<file path="src/rtl/cfgcrc_pkg.sv">
package cfgcrc_pkg;

    localparam int unsigned CRC_W = 8;
    localparam logic [CRC_W-1:0] CRC_POLY_REFL = 8'hAB;
    localparam logic [CRC_W-1:0] CRC_PRESET    = 8'hFF;
    localparam logic [CRC_W-1:0] CRC_XOR_OUT   = 8'hFF;

    typedef enum logic {
        PH_IDLE = 1'b0,
        PH_RUN  = 1'b1
    } phase_e;

endpackage

</file>
<file path="src/rtl/crc8_byte_update.sv">
// One byte through a reflected (LSB-first) CRC register, unrolled bit by bit.
module crc8_byte_update
    import cfgcrc_pkg::*;
#(
    parameter logic [CRC_W-1:0] POLY = CRC_POLY_REFL
) (
    input  logic [CRC_W-1:0] crc_i,
    input  logic [7:0]       data_i,
    output logic [CRC_W-1:0] crc_o
);
    localparam int unsigned NBITS = 8;

    logic [CRC_W-1:0] stage [0:NBITS];

    assign stage[0] = crc_i ^ data_i;

    for (genvar b = 0; b < NBITS; b++) begin : g_bit
        assign stage[b+1] = stage[b][0] ? ((stage[b] >> 1) ^ POLY)
                                        : (stage[b] >> 1);
    end

    assign crc_o = stage[NBITS];

endmodule

</file>
<file path="src/rtl/crc8_word_step.sv">
// Folds one 16-bit word, low byte then high byte, in one cycle.
// Also offers the result after the low byte alone, for the closing word.
module crc8_word_step
    import cfgcrc_pkg::*;
(
    input  logic [CRC_W-1:0] crc_i,
    input  logic [15:0]      word_i,
    output logic [CRC_W-1:0] crc_low_o,
    output logic [CRC_W-1:0] crc_full_o
);
    logic [CRC_W-1:0] after_low;

    crc8_byte_update #(.POLY(CRC_POLY_REFL)) u_low (
        .crc_i  (crc_i),
        .data_i (word_i[7:0]),
        .crc_o  (after_low)
    );

    crc8_byte_update #(.POLY(CRC_POLY_REFL)) u_high (
        .crc_i  (after_low),
        .data_i (word_i[15:8]),
        .crc_o  (crc_full_o)
    );

    assign crc_low_o = after_low;

endmodule

</file>
<file path="src/rtl/img_length_tracker.sv">
// Counts accepted words and tells whether the current word, if it
// closes the image, makes the length differ from the target.
module img_length_tracker #(
    parameter int unsigned IMG_WORDS = 220
) (
    input  logic clk,
    input  logic rst_n,
    input  logic clear_i,
    input  logic inc_i,
    output logic len_bad_o
);
    localparam int unsigned CNT_W = $clog2(IMG_WORDS + 2);
    localparam logic [CNT_W-1:0] CNT_MAX = {CNT_W{1'b1}};
    localparam logic [CNT_W-1:0] LEN_TGT = CNT_W'(IMG_WORDS);

    logic [CNT_W-1:0] count_d, count_q;
    logic [CNT_W-1:0] count_incl;

    always_comb begin
        count_d = count_q;
        if (clear_i) begin
            count_d = '0;
        end else if (inc_i && (count_q != CNT_MAX)) begin
            count_d = count_q + 1'b1;
        end
    end

    always_ff @(posedge clk or negedge rst_n) begin
        if (!rst_n) begin
            count_q <= '0;
        end else begin
            count_q <= count_d;
        end
    end

    assign count_incl = (count_q == CNT_MAX) ? CNT_MAX : CNT_W'(count_q + 1'b1);
    assign len_bad_o  = (count_incl != LEN_TGT);

endmodule

</file>
<file path="src/rtl/cfg_image_crc_check.sv">
module cfg_image_crc_check
    import cfgcrc_pkg::*;
#(
    parameter int unsigned IMG_WORDS = 220,
    parameter logic [7:0]  REV_A     = 8'd8,
    parameter logic [7:0]  REV_B     = 8'd9
) (
    input  logic        clk,
    input  logic        rst_n,
    input  logic        start_i,
    input  logic        word_valid_i,
    input  logic [15:0] word_i,
    input  logic        last_i,
    output logic        done_o,
    output logic        crc_ok_o,
    output logic        rev_ok_o,
    output logic        length_err_o,
    output logic [7:0]  crc_o,
    output logic [7:0]  rev_o
);
    typedef struct packed {
        phase_e           phase;
        logic [CRC_W-1:0] crc;
        logic             done;
        logic             crc_ok;
        logic             rev_ok;
        logic             len_err;
        logic [CRC_W-1:0] crc_res;
        logic [7:0]       rev_res;
    } state_t;

    localparam state_t STATE_RST = '{
        phase:   PH_IDLE,
        crc:     CRC_PRESET,
        done:    1'b0,
        crc_ok:  1'b0,
        rev_ok:  1'b0,
        len_err: 1'b0,
        crc_res: '0,
        rev_res: '0
    };

    state_t st_d, st_q;

    logic             accept;
    logic [CRC_W-1:0] crc_low, crc_full;
    logic [CRC_W-1:0] final_sum;
    logic             sum_match;
    logic             rev_known;
    logic             len_bad;

    assign accept = (st_q.phase == PH_RUN) && word_valid_i && !start_i;

    crc8_word_step u_step (
        .crc_i      (st_q.crc),
        .word_i     (word_i),
        .crc_low_o  (crc_low),
        .crc_full_o (crc_full)
    );

    img_length_tracker #(.IMG_WORDS(IMG_WORDS)) u_len (
        .clk       (clk),
        .rst_n     (rst_n),
        .clear_i   (start_i),
        .inc_i     (accept),
        .len_bad_o (len_bad)
    );

    assign final_sum = crc_low ^ CRC_XOR_OUT;
    assign sum_match = (final_sum == word_i[15:8]);
    assign rev_known = (word_i[7:0] == REV_A) || (word_i[7:0] == REV_B);

    always_comb begin
        st_d      = st_q;
        st_d.done = 1'b0;
        if (start_i) begin
            st_d.phase   = PH_RUN;
            st_d.crc     = CRC_PRESET;
            st_d.crc_ok  = 1'b0;
            st_d.rev_ok  = 1'b0;
            st_d.len_err = 1'b0;
            st_d.crc_res = '0;
            st_d.rev_res = '0;
        end else if (accept) begin
            if (last_i) begin
                st_d.phase   = PH_IDLE;
                st_d.crc     = crc_low;
                st_d.done    = 1'b1;
                st_d.crc_res = final_sum;
                st_d.crc_ok  = sum_match;
                st_d.rev_res = word_i[7:0];
                st_d.rev_ok  = sum_match && rev_known;
                st_d.len_err = len_bad;
            end else begin
                st_d.crc = crc_full;
            end
        end
    end

    always_ff @(posedge clk or negedge rst_n) begin
        if (!rst_n) begin
            st_q <= STATE_RST;
        end else begin
            st_q <= st_d;
        end
    end

    assign done_o       = st_q.done;
    assign crc_ok_o     = st_q.crc_ok;
    assign rev_ok_o     = st_q.rev_ok;
    assign length_err_o = st_q.len_err;
    assign crc_o        = st_q.crc_res;
    assign rev_o        = st_q.rev_res;

endmodule

</file>
<file path="config.mk">
export PLATFORM = sky130hd
export DESIGN_NAME = cfg_image_crc_check
export DESIGN_NICKNAME = d
export VERILOG_FILES = /design/src/rtl/cfgcrc_pkg.sv /design/src/rtl/crc8_byte_update.sv /design/src/rtl/crc8_word_step.sv /design/src/rtl/img_length_tracker.sv /design/src/rtl/cfg_image_crc_check.sv
export SDC_FILE = /design/constraint.sdc
export NUM_CORES = 1
export LEC_CHECK = 0
export BUFFER_PORTS_ARGS = -buffer_cell sky130_fd_sc_hd__buf_2
export CAP_MARGIN = 20
export CORE_MARGIN = 2
export CORE_UTILIZATION = 50
export DETAILED_ROUTE_END_ITERATION = 10
export HOLD_SLACK_MARGIN = 0.15
export PLACE_DENSITY = 0.72
export SLEW_MARGIN = 10
export SYNTH_ARGS = -nofsm -noshare
export SYNTH_HDL_FRONTEND = slang
export SYNTH_SLANG_ARGS = --single-unit
</file>
<file path="constraint.sdc">
create_clock -name clk -period 3.7 [get_ports clk]
set_input_delay 0.555 -clock clk [delete_from_list [all_inputs] [get_ports clk]]
set_output_delay 0.555 -clock clk [all_outputs]
set_load 0.01 [all_outputs]
</file>
==> impl_metrics.csv, run 1 <==
group,metric,value,unit
routing,vias,1963,
routing,drt-total-wl,5660,um
finish,post_layout_nonfiller_instances,366,
cts,ctsHoldBuffers,0,
timing,skew,0.00901,ns
timing,setup-tns-final,0,ns
floorplanning,core_area,5070,um^2
run_status,outcome,"completed",
cts,cts_setup_buffers,0,
setup_path,r2r-start,"st_q[25]$_DFFE_PN1P_",
timing,hold_viol,0,
setup_path,worstPathBufferInverterCount,0,
yosys,synth_ff_type,"dfrtp_1",
yosys,synth_cell_types,46,
yosys,synth-edff-count,0,
timing,tightest_slew,0.810,ns
setup_path,rrSetupSlack,0.75,ns
timing,setup_violations,0,
timing,slew_headroom,46.0,%
timing,rsz0062_at_grt,"false",
timing,drv_slew,0,
placement,dpl.cell_count,358,
yosys,syn_area,2620,um^2
global_routing,grt_pass1_wl,9490,um
job,cap_violations,0,
routing,drtPass1Iterations,4,
setup_path,r2r_cells,7,
timing,post-route-min-period,2.95,ns
setup_path,cp_slowest_cell,"dfstp_2",
cts,ctsResizeCount,0,
floorplanning,die_area,5840,um^2
cts,clk_path_buf_depth,2,
setup_path,worstPathCellList,"xor2_2 > xnor2_2 > xnor3_2 > xnor3_2 > xnor3_1 > nand2b_1 > a221o_1",
floorplanning,ios,41,
floorplanning,rows,26,
min_path,holdCritPathClass,"input pin to async pin",
routing,drtIter0Drc,84,
yosys,ys_seq_area_share,35.7,%
routing,drc,0,
routing,avgViaCountPerCell,5.36,
setup_path,crit_top_cell,"xnor3_2",
cts,numCtsBuffers,5,
cts,clock_latency,0.29,ns
finish,diodes,0,
floorplanning,die_h,76.4,um
setup_path,critPathMaxStageDelay,0.58,ns
global_routing,grt_max_degree,38,
yosys,avgSynthCellArea,9.58,um^2
setup_path,crit_type,"flop to flop",
setup_path,regToRegEndpoint,"st_q[25]$_DFFE_PN1P_",
placement,port_buffers,40,
setup_path,worstPathArrival,3.17,ns
global_routing,grt_pass1_vias,1947,
yosys,synthesis.nets,296,
global_routing,overflow,0,
yosys,ys.warnings.count,0,
timing,post-route-period-util,79.7,%
floorplanning,die_w,76.4,um
setup_path,crit_path_end_kind,"flop",
power_and_ir_drop,peakVddDrop,0.000696,V
yosys,synth_cells,274,
placement,gp_congestion,0.865,
global_routing,antenna_found_initial,0,
power_and_ir_drop,p_per_area,1180,nW/um^2
cts,cts.clk_slew.worst_paths,0.08,ns
setup_path,required,3.92,ns
cts,clock_sinks,37,
cts,cts_tree,"done",
cts,cts_root_buf,"clkbuf_8",
power_and_ir_drop,cellLeakagePower,1.35,nW
yosys,ys_seq_elements,37,
setup_path,crit_path_start_kind,"flop",
global_routing,grt.total_usage,20.3,%
setup_path,cp_max_fo,6,
setup_path,critPathTopFamily,"XOR/XNOR gates",
finish,num-nets-final,317,
placement,dp_slack,0.614,ns
finish,syn_to_final_growth,9.78,%
timing,fmax,0.339,GHz
floorplanning,start_util,51.7,%
placement,hpwl,4210,um
finish,post-route-util,56.8,%
routing,routedWlPerCell,15.5,um
cts,htree_levels,2,
timing,fin_ws,0.750,ns
yosys,async_flop_share,100,%
finish,layout-drive-gt1-share,24.0,%
routing,antenna_left,0,
## cells in the mapped netlist (all sizes together), types with 2 or more instances
master	count	area, um^2
a21o	2	15.0
a21oi	31	155
and2	2	12.5
and3	5	31.3
buf	17	125
clkbuf	11	41.3
dfrtp	29	726
dfstp	8	210
nand2	38	143
nand2b	4	25.0
nand3	5	25.0
nand3b	2	15.0
nor2	20	75.1
nor2b	2	12.5
nor3	3	15.0
nor4	2	12.5
o211ai	2	15.0
o21a	2	15.0
o21ai	11	55.1
o31ai	2	15.0
or3	2	12.5
xnor2	30	285
xnor3	12	287
xor2	15	139
## cell type report
class                           instances  area (um^2)
Clock buffer                            6         82.6
Inverter                                1         3.75
Timing Repair Buffer                   42          215
Tap cell                               70         87.6
Multi-Input combinational cell        208         1520
Fill cell                             475         2190
Sequential cell                        37          936
Clock inverter                          2         37.5
## kinds of logic (layout without fill, tap and decap cells)
kind of cell,after synthesis,after routing,share of synthesized area [%]
fa+ha+maj,1,1,0.477
xor+xnor,58,58,28.0
compound gates,58,58,12.9
simple gates,90,90,16.1
flops,37,37,35.7
mux,1,1,0.429
buf+inv,29,51,6.49
## metal layers
metal | vias up | global-route usage (%) | part of all wire, %
met5 | - | 0 | 0
li1 | 965 | - | -
met4 | 0 | 5.27 | 1.2
met2 | 45 | 34.6 | 50
met1 | 947 | 26.4 | 45
met3 | 6 | 4.38 | 3.6
## where the power goes
| group | switching, mW | internal (mW) | leakage [nW] | total, mW |
|---|---|---|---|---|
| clock network | 0.143 | 0.219 | 0.0574 | 0.363 |
| logic | 1.23 | 1.27 | 0.819 | 2.49 |
| registers | 0.0542 | 0.498 | 0.477 | 0.552 |
## how the worst max path moves through the flow
stage	start	end	slack, ns	depth (start not counted)
finish	st_q[25]$_DFFE_PN1P_	st_q[25]$_DFFE_PN1P_	0.75	7
global placement	word_i[5]	st_q[25]$_DFFE_PN1P_	0.66	8
global route	st_q[25]$_DFFE_PN1P_	st_q[25]$_DFFE_PN1P_	0.63	7
CTS	st_q[25]$_DFFE_PN1P_	st_q[25]$_DFFE_PN1P_	0.73	7
detailed placement	word_i[5]	st_q[25]$_DFFE_PN1P_	0.61	8
floorplan	word_i[5]	st_q[25]$_DFFE_PN1P_	0.88	7
## flip-flops by register name, summed over array words and instances (netlist names)
register and count:
done_o 1, rev_ok_o 1, crc_o 8, u_len.count_q 8, crc_ok_o 1, length_err_o 1, st_q 9, rev_o 8
## metrics by stage
stage	hold slack (ns)	instance area (um^2)	power, mW
4_1_cts	0.386	2880	3.42
2_1_floorplan	0.259	2620	2.64
3_3_place_gp	0.472	2760	3.02
6_report	0.357	2880	3.41
3_5_place_dp	0.502	2760	3.05
5_1_grt	0.423	2880	3.66
## cells in the final DEF, fill, tap and decap left out, types with 2 or more instances in the layout
cell,synthesis,routed
and2_1,2,2
xnor3_4,3,3
nor2b_1,2,2
o21ai_0,11,11
o21a_1,2,2
clkbuf_8,0,6
xnor3_1,5,5
or3_1,2,2
nand3_1,5,5
dfrtp_1,29,29
nor2_1,20,20
and3_1,5,5
xnor3_2,4,4
xnor2_2,3,3
o31ai_1,2,2
a21o_1,2,2
a21oi_1,31,31
o211ai_1,2,2
nand3b_1,2,2
buf_2,1,40
nand2b_1,4,4
nor4_1,2,2
xnor2_1,27,27
nor3_1,3,3
xor2_1,14,14
nand2_1,38,38
dfstp_2,8,8
buf_4,16,2
(Power assumes the default switching activity.)
==> inputs of run 2 (changes only) <==
- clock period: 3.7 -> 2.8 ns (I/O delays scaled with it)
==> impl_metrics.csv, run 2 (synthesis results as in run 1) <==
group,metric,value,unit
run_status,outcome,"completed",
setup_path,crit_path_start_kind,"flop",
global_routing,overflow,0,
timing,post-route-min-period,2.63,ns
setup_path,r2r_cells,8,
setup_path,r2r-start,"st_q[25]$_DFFE_PN1P_",
setup_path,cp_max_fo,6,
cts,clock_latency,0.29,ns
setup_path,crit_path_end_kind,"flop",
finish,post_layout_nonfiller_instances,384,
timing,slew_headroom,44.9,%
timing,tightest_slew,0.826,ns
finish,final_common_cell,"buf_2",
setup_path,critPathMaxStageDelay,0.57,ns
routing,vias,2020,
placement,gp_congestion,0.851,
timing,post-route-period-util,93.9,%
cts,cts.clk_slew.worst_paths,0.08,ns
finish,design_area,3040,um^2
cts,cts_setup_buffers,0,
setup_path,worstPathCellList,"xor2_2 > buf_4 > xnor2_2 > xnor3_2 > xnor3_2 > xnor3_1 > nand2b_1 > a221o_1",
power_and_ir_drop,cellLeakagePower,1.45,nW
routing,routedWlPerCell,15.6,um
min_path,holdCritPathClass,"input pin to async pin",
finish,num-nets-final,335,
timing,hold_viol,0,
placement,port_buffers,40,
setup_path,cp_slowest_cell,"dfstp_2",
placement,placed_cell_area,2900,um^2
cts,clock_sinks,37,
global_routing,grt_max_degree,38,
timing,drv_slew,0,
placement,hpwl,4510,um
global_routing,grt.total_usage,22.1,%
job,cap_violations,0,
finish,diodes,0,
timing,fmax,0.380,GHz
setup_path,rrSetupSlack,0.17,ns
global_routing,grt_pass1_wl,10200,um
timing,setup_violations,0,
floorplanning,rows,26,
setup_path,worstPathArrival,2.84,ns
floorplanning,core_area,5070,um^2
setup_path,crit_top_cell,"xnor3_2",
cts,clk_path_buf_depth,2,
routing,drtIter0Drc,106,
setup_path,startpoint,"st_q[25]$_DFFE_PN1P_",
floorplanning,die_h,76.4,um
global_routing,grt_pass1_vias,2090,
setup_path,required,3.02,ns
timing,rsz0062_at_grt,"false",
floorplanning,start_util,51.7,%
finish,largest_register_ffs,9,
routing,drtPass1Iterations,4,
placement,dpl.cell_count,376,
setup_path,crit_end,"st_q[25]$_DFFE_PN1P_",
finish,syn_to_final_growth,15.8,%
floorplanning,die_w,76.4,um
finish,largest_register,"st_q",
cts,htree_levels,2,
floorplanning,ios,41,
finish,layout-drive-gt1-share,29.3,%
floorplanning,die_area,5840,um^2
setup_path,crit_type,"flop to flop",
power_and_ir_drop,p_per_area,1640,nW/um^2
cts,cts_tree,"done",
timing,skew,0.00254,ns
global_routing,antenna_found_initial,0,
routing,antenna_left,0,
routing,drt-total-wl,6010,um
routing,drc,0,
finish,final_cell_mix,"buf_2 (40), nand2_1 (38), a21oi_1 (31)",
power_and_ir_drop,peakVddDrop,0.00103,V
cts,numCtsBuffers,5,
routing,avgViaCountPerCell,5.26,
timing,setup-tns-final,0,ns
setup_path,regToRegEndpoint,"st_q[25]$_DFFE_PN1P_",
cts,cts_root_buf,"clkbuf_8",
## run 2: cell count changes in the layout (fill, tap and decap cells not counted), sizes merged
cell	before	now
buf	42	60
## run 2: power breakdown
group / total [mW] / leakage, nW / switching [mW] / internal, mW
sequential: 0.732 / 0.477 / 0.0742 / 0.657
clock: 0.488 / 0.0574 / 0.198 / 0.290
combinational: 3.76 / 0.918 / 1.73 / 2.03
## run 2: layout make-up
type	count	area [um^2]
Sequential cell	37	936
Clock buffer	6	82.6
Multi-Input combinational cell	208	1540
Tap cell	70	87.6
Fill cell	481	2040
Clock inverter	2	37.5
Timing Repair Buffer	60	350
Inverter	1	3.75
## run 2: through the flow
stage	worst slack, ns	util (%)	total power [mW]	hold slack, ns
2_1_floorplan	0.0142	-	3.49	0.124
3_5_place_dp	0.0724	57.1	4.43	0.489
6_report	0.171	59.9	4.98	0.228
4_1_cts	0.0938	59.4	4.94	0.252
3_3_place_gp	0.113	57.1	4.36	0.476
5_1_grt	0.0706	59.9	5.31	0.285
## run 2: metal layers
metal  share of wire, %  vias up  GRT usage (%)
li1                   -      997              -
met1                 44      968           30.5
met2                 51       49           37.0
met3                3.8        6           3.67
met4               0.88        0           4.55
met5                  0        -              0
## run 2: how the worst min path moves through the flow
stage	startpoint	end	slack, ns	depth (start not counted)
finish	rst_n	rev_o[3]$_DFFE_PN0P_	0.23	1
detailed placement	crc_o[1]$_DFFE_PN0P_	crc_o[1]$_DFFE_PN0P_	0.49	1
global placement	crc_o[1]$_DFFE_PN0P_	crc_o[1]$_DFFE_PN0P_	0.48	1
CTS	rst_n	rev_o[5]$_DFFE_PN0P_	0.25	1
global route	rst_n	crc_o[1]$_DFFE_PN0P_	0.28	1
floorplan	rst_n	crc_o[0]$_DFFE_PN0P_	0.12	0
## run 2: what timing repair did
item	4_1_cts	5_1_grt
hold buffers	0	0
setup endpoints to repair	0	2
gates resized for setup	0	3
## run 2: critical path: cells and delay by family, from the launching register on
family                    cells  cell delay, ns
and+or+nand+nor               1            0.06
xor gates and xnor gates      5            1.46
buffers and inverters         1            0.17
DFF                           1            0.57
AOI/OAI and AO/OA             1            0.29
==> inputs of run 3 (changes only) <==
- PLACE_DENSITY: 0.72 -> 0.8
==> impl_metrics.csv, run 3 (synthesis results as in run 1) <==
group,metric,value,unit
min_path,holdCritPathClass,"input pin to async pin",
setup_path,cp_max_fo,6,
finish,diodes,0,
timing,slew_headroom,44.4,%
routing,wl_met1,2630,um
setup_path,crit_path_end_kind,"flop",
setup_path,critPathTopFamily,"XOR/XNOR gates",
global_routing,grt.total_usage,22.0,%
routing,drtPass1Iterations,4,
routing,drc,0,
finish,largest_register_ffs,9,
routing,routedWlPerCell,15.9,um
global_routing,antenna_found_initial,0,
setup_path,worstPathArrival,2.88,ns
setup_path,r2r_cells,8,
finish,syn_to_final_growth,14.2,%
floorplanning,die_w,76.4,um
cts,cts_tree,"done",
timing,fmax,0.374,GHz
setup_path,crit_cells,8,
power_and_ir_drop,p_seq_share,15.1,%
timing,drv_slew,0,
power_and_ir_drop,finalPower,4.84,mW
routing,drt-total-wl,6090,um
setup_path,worstPathCellList,"xor2_4 > xnor3_2 > xnor2_1 > xnor3_2 > buf_4 > xnor2_1 > xnor2_1 > o21ai_0",
power_and_ir_drop,p_switching,1.97,mW
floorplanning,ios,41,
finish,fillers,465,
global_routing,overflow,0,
floorplanning,core_area,5070,um^2
setup_path,r2r-start,"st_q[25]$_DFFE_PN1P_",
finish,post-route-util,59.0,%
power_and_ir_drop,p_clk_share,7.8,%
setup_path,crit_top_cell,"xnor2_1",
placement,hpwl,4590,um
timing,tightest_slew,0.833,ns
timing,setup_violations,0,
cts,ctsHoldBuffers,0,
power_and_ir_drop,p_comb_share,77.2,%
setup_path,crit_path_start_kind,"flop",
floorplanning,start_util,51.7,%
cts,numCtsBuffers,5,
routing,wl_met2,3180,um
floorplanning,die_area,5840,um^2
finish,layout-drive-gt1-share,28.4,%
timing,post-route-period-util,95.5,%
finish,final_cell_mix,"buf_2 (40), nand2_1 (38), a21oi_1 (31)",
setup_path,worstPathBufferInverterCount,1,
routing,top_layer,"met4",
routing,avgViaCountPerCell,5.40,
finish,num-nets-final,335,
job,cap_violations,0,
setup_path,required,3.01,ns
cts,clock_sinks,37,
placement,dp_slack,0.0267,ns
setup_path,cp_slowest_cell,"dfstp_2",
setup_path,startpoint,"st_q[25]$_DFFE_PN1P_",
placement,gp_congestion,0.923,
timing,hold_viol,0,
timing,fin_ws,0.127,ns
power_and_ir_drop,cellLeakagePower,1.43,nW
cts,cts_root_buf,"clkbuf_8",
finish,design_area,3000,um^2
floorplanning,rows,26,
timing,setup-tns-final,0,ns
routing,antenna_left,0,
cts,htree_levels,2,
placement,placed_cell_area,2880,um^2
run_status,outcome,"completed",
routing,met3WireLength,270,um
timing,post-route-min-period,2.67,ns
power_and_ir_drop,p_per_area,1620,nW/um^2
routing,drtIter0Drc,157,
timing,skew,0.00501,ns
cts,clk_path_buf_depth,2,
floorplanning,die_h,76.4,um
routing,vias,2067,
timing,rsz0062_at_grt,"false",
finish,largest_register,"st_q",
global_routing,grt_pass1_wl,10100,um
power_and_ir_drop,peakVddDrop,0.000938,V
power_and_ir_drop,p_int,2.87,mW
finish,final_common_cell,"buf_2",
global_routing,grt_max_degree,38,
power_and_ir_drop,p_sw_share,40.8,%
setup_path,crit_type,"flop to flop",
setup_path,critPathMaxStageDelay,0.59,ns
cts,clock_latency,0.29,ns
cts,cts.clk_slew.worst_paths,0.07,ns
placement,port_buffers,40,
global_routing,grt_pass1_vias,2089,
[run 3: cell count changes in the layout (fill, tap and decap cells not counted), sizes merged]
cell,change
bufinv,-1
clkbuf,+1
clkinvlp,-1
[run 3: power by group through the flow]
stage | logic [mW] | registers, mW | clock network (mW)
global placement | 3.58 | 0.732 | 0
finish | 3.74 | 0.730 | 0.376
detailed placement | 3.69 | 0.737 | 0
global route | 4.08 | 0.741 | 0.409
floorplan | 2.78 | 0.718 | 0
CTS | 3.71 | 0.726 | 0.384
[run 3: area by class of cell]
cell class	count	area, um^2	area share, %
clock buffer	7	86.3	2.88
inverter	1	3.75	0.125
multi-input combinational	208	1530	51.1
sequential	37	936	31.2
tap	70	87.6	2.92
timing repair buffer	60	350	11.7
[run 3: path summary, 6_finish.rpt]
check,endpoint,slack (ns)
max,st_q[20]$_DFFE_PN1P_,0.13
min,crc_o[1]$_DFFE_PN0P_,0.23
max reg2reg,st_q[20]$_DFFE_PN1P_,0.13
min reg2reg,crc_o[1]$_DFFE_PN0P_,0.49
max in group asynchronous,u_len.count_q[5]$_DFFE_PN0P_,2.05
min in group clk,rev_o[6]$_DFFE_PN0P_,0.40
[run 3: timing repair]
action | in CTS | in global routing
endpoints found under the setup margin | 0 | 6
resized for setup | 0 | 3
setup buffers | 0 | 2
[run 3: through the flow]
stage,hold slack (ns),std cells
2_1_floorplan,0.124,274
3_3_place_gp,0.472,374
3_5_place_dp,0.476,374
4_1_cts,0.243,381
5_1_grt,0.292,383
6_report,0.228,383
[run 3: layer usage]
metal,GRT usage (%),vias to the layer above
met3,4.98,4
met1,28.6,1010
met5,0,-
li1,-,1003
met4,3.64,0
met2,38.1,50
